==> src/rtl/ahb_nvm_guard.sv <==
module ahb_nvm_guard #(
  parameter int          AW          = 20,
  parameter int          DW          = 32,
  parameter int          MW          = 2,
  parameter int          NSEC        = 4,
  parameter int unsigned ARRAY_BYTES = 32'h0001_0000,
  parameter int unsigned SEC_BYTES   = 32'h0000_1000,
  parameter int unsigned PRIV0_BASE  = 32'h0000_8000,
  parameter int unsigned PRIV1_BASE  = 32'h0000_9000,
  parameter int unsigned PRIV_BYTES  = 32'h0000_1000,
  parameter int unsigned PRIV_ID     = 3,
  parameter int unsigned CTRL_BASE   = 32'h0008_0000,
  parameter int unsigned CTRL_BYTES  = 32'h0000_0200,
  parameter int unsigned RO_OFF0     = 32'h0000_0100,
  parameter int unsigned RO_OFF1     = 32'h0000_0104
) (
  input  logic            clk,
  input  logic            rst_n,
  input  logic [NSEC-1:0] cfg_rd_prot,
  input  logic [NSEC-1:0] cfg_wr_prot,
  input  logic            s_hsel,
  input  logic [AW-1:0]   s_haddr,
  input  logic [1:0]      s_htrans,
  input  logic            s_hwrite,
  input  logic [2:0]      s_hsize,
  input  logic [2:0]      s_hburst,
  input  logic [DW-1:0]   s_hwdata,
  input  logic            s_hready,
  input  logic [MW-1:0]   s_hmaster,
  output logic            s_hreadyout,
  output logic            s_hresp,
  output logic [DW-1:0]   s_hrdata,
  output logic            m_hsel,
  output logic [AW-1:0]   m_haddr,
  output logic [1:0]      m_htrans,
  output logic            m_hwrite,
  output logic [2:0]      m_hsize,
  output logic [2:0]      m_hburst,
  output logic [DW-1:0]   m_hwdata,
  output logic            m_hready,
  input  logic            m_hreadyout,
  input  logic            m_hresp,
  input  logic [DW-1:0]   m_hrdata
);

  localparam logic [1:0] T_IDLE = 2'b00;
  localparam logic [1:0] T_BUSY = 2'b01;
  localparam logic [1:0] T_NSEQ = 2'b10;
  localparam logic [1:0] T_SEQ  = 2'b11;
  localparam int         NLOW   = NSEC / 2;
  localparam logic [MW-1:0] PRIV_MID = MW'(PRIV_ID);
  localparam int unsigned RO_ADDR0 = CTRL_BASE + RO_OFF0;
  localparam int unsigned RO_ADDR1 = CTRL_BASE + RO_OFF1;

  typedef enum logic [2:0] {DP_NONE, DP_FWD, DP_SUP, DP_ERR1, DP_ERR2} dph_t;

  function automatic logic [AW-1:0] nxt_addr(input logic [AW-1:0] a, input logic [2:0] sz,
                                             input logic wrp, input logic [3:0] bm1);
    logic [AW-1:0] inc;
    logic [AW-1:0] msk;
    inc = AW'(1) << sz;
    msk = ((AW'(bm1) + AW'(1)) << sz) - AW'(1);
    return wrp ? ((a & ~msk) | ((a + inc) & msk)) : (a + inc);
  endfunction

  dph_t          dph;
  logic          bst_act, bst_fix, bst_wrap, term_pend;
  logic [2:0]    bst_sz;
  logic [3:0]    bst_bm1, bst_left;
  logic [AW-1:0] bst_exp;

  logic [31:0]     a32;
  logic [NSEC-1:0] sec_hit;
  logic            acc, is_nseq, is_seq, is_busy, priv;
  logic            in_arr, in_priv, in_ctrl, ro_reg;
  logic            sec_err, prot_err, term_err, seq_err, err, sup, fwd;
  logic [3:0]      new_bm1;
  logic            new_wrap;

  assign a32     = 32'(s_haddr);
  assign acc     = s_hsel && s_hready && s_htrans[1];
  assign is_nseq = acc && (s_htrans == T_NSEQ);
  assign is_seq  = acc && (s_htrans == T_SEQ);
  assign is_busy = s_hsel && (s_htrans == T_BUSY);
  assign priv    = (s_hmaster == PRIV_MID);

  for (genvar i = 0; i < NSEC; i++) begin : g_sec
    localparam int unsigned SB = (i < NLOW) ? i * SEC_BYTES
                                            : ARRAY_BYTES - (NSEC - i) * SEC_BYTES;
    assign sec_hit[i] = (a32 >= SB) && (a32 < SB + SEC_BYTES);
  end

  assign in_arr  = a32 < ARRAY_BYTES;
  assign in_priv = ((a32 >= PRIV0_BASE) && (a32 < PRIV0_BASE + PRIV_BYTES)) ||
                   ((a32 >= PRIV1_BASE) && (a32 < PRIV1_BASE + PRIV_BYTES));
  assign in_ctrl = (a32 >= CTRL_BASE) && (a32 < CTRL_BASE + CTRL_BYTES);
  assign ro_reg  = in_ctrl && ((a32 == RO_ADDR0) || (a32 == RO_ADDR1));

  assign sec_err  = |(sec_hit & (s_hwrite ? cfg_wr_prot : cfg_rd_prot));
  assign prot_err = sec_err || (in_priv && !priv) || (in_arr && s_hwrite && !priv);
  assign term_err = is_nseq && (term_pend || (bst_act && bst_fix));
  assign seq_err  = is_seq && (s_hwrite ? bst_act : (!bst_act || (s_haddr != bst_exp)));
  assign err      = acc && (prot_err || term_err || seq_err);
  assign sup      = acc && !err && s_hwrite && ro_reg;
  assign fwd      = acc && !err && !sup;

  assign new_bm1  = (s_hburst[2:1] == 2'b11) ? 4'd15 : (s_hburst[2:1] == 2'b10) ? 4'd7 : 4'd3;
  assign new_wrap = (s_hburst != 3'd0) && !s_hburst[0];

  always_ff @(posedge clk or negedge rst_n) begin
    if (!rst_n) begin
      bst_act   <= 1'b0;
      bst_fix   <= 1'b0;
      bst_wrap  <= 1'b0;
      bst_sz    <= '0;
      bst_bm1   <= '0;
      bst_left  <= '0;
      bst_exp   <= '0;
      term_pend <= 1'b0;
    end else if (s_hready) begin
      if (is_nseq) begin
        term_pend <= 1'b0;
        if (!err && !s_hwrite && (s_hburst != 3'd0)) begin
          bst_act  <= 1'b1;
          bst_fix  <= (s_hburst != 3'd1);
          bst_wrap <= new_wrap;
          bst_sz   <= s_hsize;
          bst_bm1  <= new_bm1;
          bst_left <= new_bm1;
          bst_exp  <= nxt_addr(s_haddr, s_hsize, new_wrap, new_bm1);
        end else begin
          bst_act <= 1'b0;
        end
      end else if (is_seq) begin
        if (err) begin
          bst_act <= 1'b0;
        end else if (bst_act) begin
          bst_exp <= nxt_addr(s_haddr, bst_sz, bst_wrap, bst_bm1);
          if (bst_fix) begin
            bst_left <= bst_left - 4'd1;
            if (bst_left == 4'd1) bst_act <= 1'b0;
          end
        end
      end else if (!is_busy) begin
        if (bst_act && bst_fix) term_pend <= 1'b1;
        bst_act <= 1'b0;
      end
    end
  end

  always_ff @(posedge clk or negedge rst_n) begin
    if (!rst_n)              dph <= DP_NONE;
    else if (dph == DP_ERR1) dph <= DP_ERR2;
    else if (s_hready)       dph <= err ? DP_ERR1 : sup ? DP_SUP : fwd ? DP_FWD : DP_NONE;
  end

  assign s_hreadyout = (dph == DP_ERR1) ? 1'b0 : (dph == DP_FWD) ? m_hreadyout : 1'b1;
  assign s_hresp     = (dph == DP_ERR1) || (dph == DP_ERR2) || ((dph == DP_FWD) && m_hresp);
  assign s_hrdata    = ((dph == DP_FWD) && !m_hresp) ? m_hrdata : '0;

  assign m_hsel   = s_hsel;
  assign m_haddr  = s_haddr;
  assign m_htrans = fwd ? s_htrans : (is_busy && bst_act) ? T_BUSY : T_IDLE;
  assign m_hwrite = s_hwrite;
  assign m_hsize  = s_hsize;
  assign m_hburst = s_hburst;
  assign m_hwdata = s_hwdata;
  assign m_hready = s_hready;

  p_err_two_cycle_r6: assert property (@(posedge clk) disable iff (!rst_n)
    (s_hresp && !s_hreadyout) |=> (s_hresp && s_hreadyout));
  p_err_data_zero_r6: assert property (@(posedge clk) disable iff (!rst_n)
    s_hresp |-> (s_hrdata == '0));
  p_user_array_wr_r1: assert property (@(posedge clk) disable iff (!rst_n)
    (acc && s_hwrite && in_arr && !priv) |=> (s_hresp && !s_hreadyout));
  p_private_block_r3: assert property (@(posedge clk) disable iff (!rst_n)
    (acc && in_priv && !priv) |-> (m_htrans == T_IDLE));
  p_ro_wr_okay_r7: assert property (@(posedge clk) disable iff (!rst_n)
    (is_nseq && s_hwrite && ro_reg && !term_pend && !bst_act) |=> (s_hreadyout && !s_hresp));
  p_seq_break_r4: assert property (@(posedge clk) disable iff (!rst_n)
    (is_seq && !s_hwrite && bst_act && (s_haddr != bst_exp)) |=> s_hresp);
  p_nseq_cut_r5: assert property (@(posedge clk) disable iff (!rst_n)
    (is_nseq && bst_act && bst_fix) |=> s_hresp);
  p_idle_okay_r9: assert property (@(posedge clk) disable iff (!rst_n)
    (s_hready && !(s_hsel && s_htrans[1])) |=> (s_hreadyout && !s_hresp));

endmodule

==> config.mk <==
export PLATFORM = sky130hd
export DESIGN_NAME = ahb_nvm_guard
export DESIGN_NICKNAME = d
export VERILOG_FILES = /design/src/rtl/ahb_nvm_guard.sv
export SDC_FILE = /design/constraint.sdc
export NUM_CORES = 1
export LEC_CHECK = 0
export BUFFER_PORTS_ARGS = -buffer_cell sky130_fd_sc_hd__buf_2
export CAP_MARGIN = 20
export CORE_AREA = 5 5 140 142
export CTS_CLUSTER_SIZE = 8
export DETAILED_ROUTE_END_ITERATION = 12
export DIE_AREA = 0 0 145 147
export PLACE_DENSITY_LB_ADDON = 0.15
export REMOVE_ABC_BUFFERS = 1
export SLEW_MARGIN = 10
export SYNTH_ARGS = -nofsm -noshare
export SYNTH_HDL_FRONTEND = slang
export SYNTH_SLANG_ARGS = --single-unit
==> constraint.sdc <==
create_clock -name clk -period 3.5 [get_ports clk]
set_input_delay 0.525 -clock clk [delete_from_list [all_inputs] [get_ports clk]]
set_output_delay 0.525 -clock clk [all_outputs]
set_load 0.02 [all_outputs]
== After elaboration in Yosys (flattened, before gate mapping) ==
Index checks and enable logic that the tools add are counted.

* Add/subtract/negate cells: 7
* Shifts and indexed selects: 4
* Muxes and demuxes: 39
* Reduce and logical (&&, ||, !) cells: 59
* Order comparisons: 14
* Bitwise logic cells: 9
* Eq/ne operators: 19

{| class="wikitable"
|+ Operators with widths
! cell !! number
|-
| 2-to-1 mux 20 bit || 7
|-
| bitwise AND 20 bit || 4
|-
| greater-or-equal comparator 20 x 16 -> 1 bit, second input constant || 4
|-
| < comparator 20 x 16 -> 1 bit, second input constant || 3
|-
| adder 20 bit || 2
|-
| == test 20 bit, second input constant || 2
|-
| inverter 20 bit || 2
|-
| OR 20 bit || 2
|-
| << shifter 1 x 3 -> 20 bit, first input constant || 2
|-
| << shifter 5 x 3 -> 20 bit || 2
|-
| subtractor 20 x 1 -> 20 bit, second input constant || 2
|-
| 2-to-1 mux 32 bit || 1
|-
| 2-to-1 mux 4 bit || 8
|-
| logical AND 1 bit || 30
|-
| greater-or-equal comparator 20 x 1 -> 1 bit, second input constant || 1
|-
| greater-or-equal comparator 20 x 13 -> 1 bit, second input constant || 1
|-
| greater-or-equal comparator 20 bit, second input constant || 1
|-
| < comparator 20 x 13 -> 1 bit, second input constant || 1
|-
| < comparator 20 x 14 -> 1 bit, second input constant || 1
|-
| < comparator 20 x 17 -> 1 bit, second input constant || 1
|-
| < comparator 20 bit, second input constant || 1
|-
| != test 20 bit || 1
|-
| 2-to-1 mux 1 bit || 17
|-
| adder 4 x 1 -> 5 bit, second input constant || 2
|-
| 24 further kinds || 53
|}

* Output and inout bits: 97
* Input bits: 109
* Bits in registers: 38
* Word-level logic and storage cells: 160

== Logic depth before layout (Yosys ltp) ==
Gate-level depths: netlist of run 1.

* Depth in word-level cells: 20
* Depth in mapped cells: 14

== Worst setup path before layout of run 1 ==
No wires, ideal clock.

* Path type: input -> register
* Start point: input s_hburst[2]
* End point: register bst_exp[6]
* Buffers on the path: 3
* Path slack: 0.267 ns
* Arrival: 3.107 ns
* Stages on the path: 14
* Data required time: 3.374 ns
* Cell sequence: clkbuf_1 clkbuf_1 mux2_2 nand2_1 ha_1 clkbuf_1 or2_2 o21ai_0 a21oi_1 o21ai_0 a221oi_1 mux2_2 o21ai_0 o22ai_1

* Longest elaborated chain between the ends: 12

{| class="wikitable"
|+ Ends and longest elaborated chain
! what !! line !! text
|-
| from (decl) || 26 || <nowiki>input logic [2:0] s_hburst,</nowiki>
|-
| == test 2 bit || 107 || <nowiki>assign new_bm1 = (s_hburst[2:1] == 2'b11) ? 4'd15 : (s_hburst[2:1] == 2'b10) ? 4'd7 : 4'd3;</nowiki>
|-
| 2-to-1 mux 3 bit || 107 ||
|-
| 2-to-1 mux 4 bit || 107 ||
|-
| adder 4 x 1 -> 5 bit || 62 || <nowiki>msk = ((AW'(bm1) + AW'(1)) << sz) - AW'(1);</nowiki>
|-
| << shifter 5 x 3 -> 20 bit || 62 ||
|-
| subtractor 20 x 1 -> 20 bit || 62 ||
|-
| inverter 20 bit || 63 || <nowiki>return wrp ? ((a & ~msk) | ((a + inc) & msk)) : (a + inc);</nowiki>
|-
| bitwise AND 20 bit || 63 ||
|-
| OR 20 bit || 63 ||
|-
| 2-to-1 mux 20 bit || 63 ||
|-
| 2-to-1 mux 20 bit || 123 || <nowiki>if (!err && !s_hwrite && (s_hburst != 3'd0)) begin</nowiki>
|-
| 2-to-1 mux 20 bit || 121 || <nowiki>if (is_nseq) begin</nowiki>
|-
| to (signal assigned) || 130 || <nowiki>bst_exp <= nxt_addr(s_haddr, s_hsize, new_wrap, new_bm1);</nowiki>
|-
| to (signal assigned) || 138 || <nowiki>bst_exp <= nxt_addr(s_haddr, bst_sz, bst_wrap, bst_bm1);</nowiki>
|-
| to (decl) || 70 || <nowiki>logic [AW-1:0] bst_exp;</nowiki>
|}

Several ways; a longest one is shown, not always the timed one. The select of a mux whose other input is x is not followed.
A chain may end at the register's enable or synchronous reset.

== Worst setup path after layout of run 1 ==
* Start point: input s_hwrite
* End point: output m_htrans[0]

* Longest elaborated chain between the ends: 15

{| class="wikitable"
|+ Ends and longest elaborated chain
! what !! line !! text
|-
| from (decl) || 24 || <nowiki>input logic s_hwrite,</nowiki>
|-
| 2-to-1 mux 4 bit || 99 || <nowiki>assign sec_err = |(sec_hit & (s_hwrite ? cfg_wr_prot : cfg_rd_prot));</nowiki>
|-
| bitwise AND 4 bit || 99 ||
|-
| OR reduction 4 bit || 99 ||
|-
| logical OR 1 bit (2 in series) || 100 || <nowiki>assign prot_err = sec_err || (in_priv && !priv) || (in_arr && s_hwrite && !priv);</nowiki>
|-
| logical OR 1 bit (2 in series) || 103 || <nowiki>assign err = acc && (prot_err || term_err || seq_err);</nowiki>
|-
| logical AND 1 bit || 103 ||
|-
| zero test 1 bit || 104, 105 ||
|-
| logical AND 1 bit || 104, 105 ||
|-
| logical AND 1 bit (2 in series) || 104 || <nowiki>assign sup = acc && !err && s_hwrite && ro_reg;</nowiki>
|-
| zero test 1 bit || 105 || <nowiki>assign fwd = acc && !err && !sup;</nowiki>
|-
| logical AND 1 bit * || 105 ||
|-
| 2-to-1 mux 2 bit * || 163 || <nowiki>assign m_htrans = fwd ? s_htrans : (is_busy && bst_act) ? T_BUSY : T_IDLE;</nowiki>
|-
| to (decl) || 35 || <nowiki>output logic [1:0] m_htrans,</nowiki>
|}

Every way passes the cells marked *; elsewhere a longest branch is shown, timed or not.

==> summary.txt, run 1 <==
Reg power frac: 26.4%
most frequent cells in the layout: buf_2 (141), nor2_1 (57), o21ai_0 (48)
leakage dissipation: 2.65 nW
first-pass iteration count of the detailed router: 5
gp weighted congestion: 0.850
Max Slew Vio Count: 0
Synth Register Bits: 37
commonest non-fill, non-tap cell in the layout: buf_2
Pint: 1.41 mW
GRT overflow: 0
post-cts gate resize count: 0
Post-Syn Area: 5030 µm²
first-pass GRT wire length: 28.2 mm
register area: 926 µm²
Ys Warns: 0
drt wl/cell: 18.7 µm
antenna cells: 0
slew margin rel.: 52.4%
Worst Tran Pin Value: 0.711 ns
cell mode on critical path: buf_2
mux cell area share after synthesis: 4.23%
Worst-Skew Late Latency: 0.30 ns
Seq/Total Area, Yosys: 18.4%
HPWL Detailed: 14.5 mm
Vias/cell: 5.24
die area: 21300 µm²
initial antenna violation count: 0
critical path type: input pin to primary output
Post-synth EDFFs: 0
xor and xnor fraction of the mapped netlist area: 7.32%
main combinational cell family by area after synthesis: simple AND/OR/NAND/NOR gates
critical path endpoint category: primary output
Core Rows: 50
post-synthesis adder-cell area fraction: 6.02%
Tot GR Track Use: 16.3%
RSZ-0062 raised after global routing: no
pin count of the biggest net entering global routing: 38
fin crit share: 94.5%
DR vias: 5158
drt initial violations: 367
Cell Count, Final, Fillers Out: 984
I/O pins: 206
Final WS setup: 0.193 ns
max frequency: 302 MHz
TNS Setup: 0 ns
Hold Crit Class: input pin to async pin
clk sinks: 37
Crit-path slowest cell: mux4_2
Layout area overhead: 15.0%
critical-path cell list: buf_2, mux4_2, a31o_1, a222oi_1, o22a_1, nand2_1, or2_2, o22ai_1, and3_1, buf_2
Placeable Area: 18300 µm²
Cell Count Post-Placement: 975
clock skew after layout: 0.0103 ns
R2R setup slack: 0.32 ns
Post-synth ARST share: 100%
pwr/cell area: 439 nW/µm²
CTS root buf: clkbuf_16
clk slew on worst S/H paths: 0.07 ns
Psw: 1.13 mW
cells after synthesis: 664
Comb pwr share: 54.8%
Hold Buf Count CTS: 0
filler cell count: 2011
Final nets: 881
CTS tree: done
max_cap viols: 0
minimum clock period: 3.31 ns
Worst setup SP type: input pin
Setup WS pre-CTS: 0.147 ns
worst path buffer plus inverter count: 2
Worst VDD drop: 0.000212 V
top_reg_cell synth: dfrtp_1
post-route ant nets: 0
CTS buffer count: 5
compound-gate portion of the synthesized area: 23.2%
simple-gate share of the synthesized area: 25.3%
final setup vio count: 0
Die Width: 145 µm
count of final hold-check violations: 0
H-Tree Depth: 2
Critical Path RT: 2.97 ns
area occupied by multi-input gates: 3330 µm²
clk buf depth: 2
Clk pwr share: 18.8%
initial core utilization: 27.4%
WP data arrival: 2.78 ns
Top delay family on crit path: compound AO/OA/AOI/OAI gates
via count of the first global-routing pass: 4987
total wire length: 18.4 mm
Synth cell types: 83
status: completed
switching fraction of total power: 44.6%
final core occ: 31.5%
postcts setup bufs: 0
die span in y: 147 µm
DR DRC count: 0
crit-path max FO: 4
CP max stage delay: 0.51 ns
Port Buffer Count: 141
share of cells above drive strength 1: 29.9%
Synth Area per Inst: 7.57 µm²
==> cells by family (layout without fill, tap and decap cells) <==
kind of cell,count (synthesis),after routing
compound gates,178,178
fa+ha+maj,23,23
simple gates,243,243
xor+xnor,42,42
mux,17,17
buf+inv,124,210
flops,37,37
==> registers in the layout, summed over array words and instances, names as in the netlist, 3 cells and up <==
signal,count
bst_bm1,3
bst_exp,20
bst_left,4
bst_sz,3
dph,3
==> power by group through the flow <==
| stage | sequential, mW | clock [mW] | combinational (mW) |
|---|---|---|---|
| 5_1_grt | 0.692 | 0.507 | 1.54 |
| 6_report | 0.670 | 0.478 | 1.39 |
| 3_5_place_dp | 0.679 | 0 | 1.38 |
| 2_1_floorplan | 0.674 | 0 | 0.878 |
| 3_3_place_gp | 0.673 | 0 | 1.36 |
| 4_1_cts | 0.673 | 0.491 | 1.39 |
==> final cells by class <==
type                    instances  area share, %
multi-input cells             503           57.5
clock buffers                   6           2.23
flip-flops and latches         37           16.0
clock inverters                 2          0.173
well taps                     234           5.06
inverters                      24           1.56
repair buffers                178           17.4
==> final timing paths <==
check	start	end	cells past startpoint
max in group asynchronous	rst_n	bst_left[0]$_DFFE_PN0P_	2
max reg2reg	bst_sz[1]$_DFFE_PN0P_	bst_exp[10]$_DFFE_PN0P_	12
min	rst_n	bst_wrap$_DFFE_PN0P_	1
max	s_hwrite	m_htrans[0]	10
min reg2reg	bst_exp[8]$_DFFE_PN0P_	bst_exp[8]$_DFFE_PN0P_	1
min in group clk	s_hsel	term_pend$_DFFE_PN0P_	2
==> metrics by stage <==
stage          total power, mW  cell area (µm²)  hold slack [ns]
2_1_floorplan             1.55             4340            0.229
3_3_place_gp              2.03             5620            0.511
3_5_place_dp              2.06             5620            0.517
4_1_cts                   2.55             5760            0.444
5_1_grt                   2.74             5780            0.129
6_report                  2.54             5780            0.111
==> worst register-to-register path, cell delays in order, from the launching register on <==
cell and delay (ns):
dfrtp_1 0.41, nor3_1 0.28, ha_1 0.24, inv_1 0.06, fa_1 0.41, nor2b_1 0.16, o31a_1 0.17, o311ai_0 0.17
a21oi_1 0.30, o41ai_1 0.12, o21ai_0 0.35, mux2_2 0.38, nand2_1 0.06
==> synthesized netlist by cell type, types with 6 or more instances <==
library cell,instances,share of area [%]
xor2_1,26,4.5
nor3_1,19,1.9
nor2b_1,7,0.87
o21ai_0,48,4.8
nand2_1,47,3.5
buf_2,6,0.60
and2_1,33,4.1
dfrtp_1,37,18
nand3_1,11,1.1
mux2_2,10,2.2
a21oi_1,42,4.2
a31oi_1,15,1.9
xnor2_1,16,2.8
nand2b_1,8,1.0
a211oi_1,6,0.90
nor3b_1,6,0.90
buf_6,6,1.3
and3_1,8,1.0
buf_4,63,9.4
clkbuf_1,20,1.5
nor2_1,57,4.3
ha_1,21,5.2
inv_1,21,1.6
or2_2,8,1.0
nor4_1,6,0.75
or3_1,8,1.0
a311oi_1,6,1.0
nand4_1,6,0.75
==> layer usage <==
layer | part of all wire, % | track usage (%)
met2 | 44 | 24.8
met1 | 47 | 22.7
met3 | 8.0 | 5.34
met4 | 0.76 | 2.54
met5 | 0 | 2.05
Power figures use the tool's default switching activity.
==> inputs of run 2 (changes only) <==
--- a/config.mk
+++ b/config.mk
@@ -8,3 +8,2 @@
 export BUFFER_PORTS_ARGS = -buffer_cell sky130_fd_sc_hd__buf_2
-export CAP_MARGIN = 20
 export CORE_AREA = 5 5 140 142
@@ -19 +18,2 @@
 export SYNTH_SLANG_ARGS = --single-unit
+export TNS_END_PERCENT = 100
--- a/constraint.sdc
+++ b/constraint.sdc
@@ -3,2 +3,2 @@
 set_output_delay 0.525 -clock clk [all_outputs]
-set_load 0.02 [all_outputs]
+set_load 0.1 [all_outputs]
==> summary.txt, run 2 (synthesis results as in run 1) <==
Worst-Skew Late Latency: 0.30 ns (about the same)
Core Rows: 50 (unchanged)
Clk pwr share: 19.2% (+0.4 points)
leakage dissipation: 2.64 nW (-0.17%)
Tot GR Track Use: 16.1% (-0.18 points)
initial core utilization: 27.4% (unchanged)
Hold Buf Count CTS: 0 (unchanged)
hold_ws: 0.398 ns (+0.286 ns)
filler cell count: 1985 (-1.3%)
most frequent cells in the layout: buf_2 (139), nor2_1 (57), o21ai_0 (48)
drt wl/cell: 18.4 µm (-1.4%)
fin crit share: 96.1% (+1.6 points)
Design Power: 2.80 mW (+10%)
Hold Crit Class: input pin to async pin
status: completed
GRT overflow: 0 (unchanged)
gp weighted congestion: 0.842 (-0.93%)
register area: 926 µm² (unchanged)
max frequency: 297 MHz (-1.7%)
first-pass iteration count of the detailed router: 5 (unchanged)
Worst VDD drop: 0.000212 V (about the same)
I/O pins: 206 (unchanged)
Placeable Area: 18300 µm² (unchanged)
HPWL Detailed: 14.1 mm (-3.0%)
die area: 21300 µm² (unchanged)
max_cap viols: 0 (unchanged)
critical path endpoint category: primary output
final setup vio count: 0 (unchanged)
count of final hold-check violations: 0 (unchanged)
initial antenna violation count: 1 (+1)
Reg with most FFs: bst_exp
Setup WS pre-CTS: 0.0987 ns (-0.0483 ns)
clk slew on worst S/H paths: 0.06 ns (about the same)
crit-path max FO: 4 (unchanged)
postcts setup bufs: 0 (unchanged)
Reg power frac: 23.9% (-2.5 points)
Final WS setup: 0.136 ns (-0.0561 ns)
Comb pwr share: 56.9% (+2.1 points)
WP data arrival: 2.84 ns (+0.06 ns)
DR vias: 5111 (-0.91%)
minimum clock period: 3.36 ns (+0.0561 ns)
max reg flops: 20 (unchanged)
slew margin rel.: 32.0% (-20 points)
H-Tree Depth: 2 (unchanged)
post-route ant nets: 0 (unchanged)
Vias/cell: 5.21 (-0.61%)
CTS root buf: clkbuf_16
via count of the first global-routing pass: 4927 (-1.2%)
Layout area overhead: 15.4%
pin count of the biggest net entering global routing: 44 (+16%)
Final nets: 878 (-0.34%)
CTS tree: done
CTS buffer count: 5 (unchanged)
Psw: 1.32 mW (+17%)
commonest non-fill, non-tap cell in the layout: buf_2
DR DRC count: 0 (unchanged)
post-cts gate resize count: 0 (unchanged)
Worst setup SP type: input pin
critical path type: input pin to primary output
final core occ: 31.7% (+0.10 points)
switching fraction of total power: 47.2% (+2.6 points)
clk sinks: 37 (unchanged)
first-pass GRT wire length: 27.9 mm (-1.0%)
Port Buffer Count: 141 (unchanged)
TNS Setup: 0 ns (unchanged)
largest registers: bst_exp: 20 flops, bst_left: 4 flops
Critical Path RT: 2.97 ns (about the same)
Max Slew Vio Count: 0 (unchanged)
share of cells above drive strength 1: 29.6% (-0.24 points)
total wire length: 18.1 mm (-1.7%)
RSZ-0062 raised after global routing: no
Pint: 1.48 mW (+5.2%)
Worst Tran Pin Value: 1.02 ns (+0.308 ns)
die span in y: 147 µm (unchanged)
Die Width: 145 µm (unchanged)
pwr/cell area: 483 nW/µm² (+10%)
clock skew after layout: 0.00943 ns (-0.000912 ns)
drt initial violations: 290 (-21%)
area occupied by multi-input gates: 3330 µm² (unchanged)
clk buf depth: 2 (unchanged)
## run 2: path summary, 6_finish.rpt
| kind | start | endpoint | slack, ns | cells past startpoint |
|---|---|---|---|---|
| setup reg to reg | bst_sz[1]$_DFFE_PN0P_ | bst_exp[10]$_DFFE_PN0P_ | 0.26 | 12 |
| hold reg to reg | bst_exp[0]$_DFFE_PN0P_ | bst_exp[0]$_DFFE_PN0P_ | 0.53 | 1 |
| max in group asynchronous | rst_n | dph[0]$_DFFE_PN0P_ | 2.46 | 1 |
| setup / recovery | s_hwrite | m_htrans[0] | 0.14 | 10 |
| min in group clk | s_hsel | term_pend$_DFFE_PN0P_ | 0.49 | 2 |
| hold / removal | rst_n | bst_bm1[1]$_DFFE_PN0P_ | 0.40 | 1 |
## run 2: power by group through the flow
stage	combinational, mW	sequential, mW	clock, mW
after floorplan	0.964	0.674	0
after global placement	1.57	0.675	0
after detailed placement	1.58	0.678	0
after CTS	1.59	0.671	0.559
after global routing	1.74	0.690	0.568
final	1.60	0.669	0.540
## run 2: area by class of cell
| type | instances | area share (%) |
|---|---|---|
| inverter | 24 | 1.55 |
| sequential | 37 | 16.0 |
| timing repair buffer | 175 | 17.3 |
| multi-input combinational | 503 | 57.3 |
| antenna | 1 | 0.0431 |
| clock inverter | 2 | 0.604 |
| tap | 234 | 5.05 |
| clock buffer | 5 | 2.16 |
## run 2: through the flow
stage,std cells,area [µm²]
2_1_floorplan,564,4340
6_report,981,5800
3_5_place_dp,972,5630
4_1_cts,979,5790
3_3_place_gp,972,5630
5_1_grt,981,5800
## run 2: worst max-delay path: stages
cell and delay, ns:
buf_2 0.14, mux4_2 0.51, a31o_1 0.23, a222oi_1 0.26
o22a_1 0.25, nand2_1 0.08, or2_2 0.33, o22ai_1 0.12
and3_1 0.22, buf_12 0.18
## run 2: routing by layer
metal | global-route usage (%) | share of wire [%] | vias to the layer above
li1 | - | - | 2482
met1 | 21.9 | 46 | 2420
met2 | 24.6 | 45 | 201
met3 | 5.03 | 7.8 | 8
met4 | 4.00 | 0.82 | 0
met5 | 2.05 | 0 | -
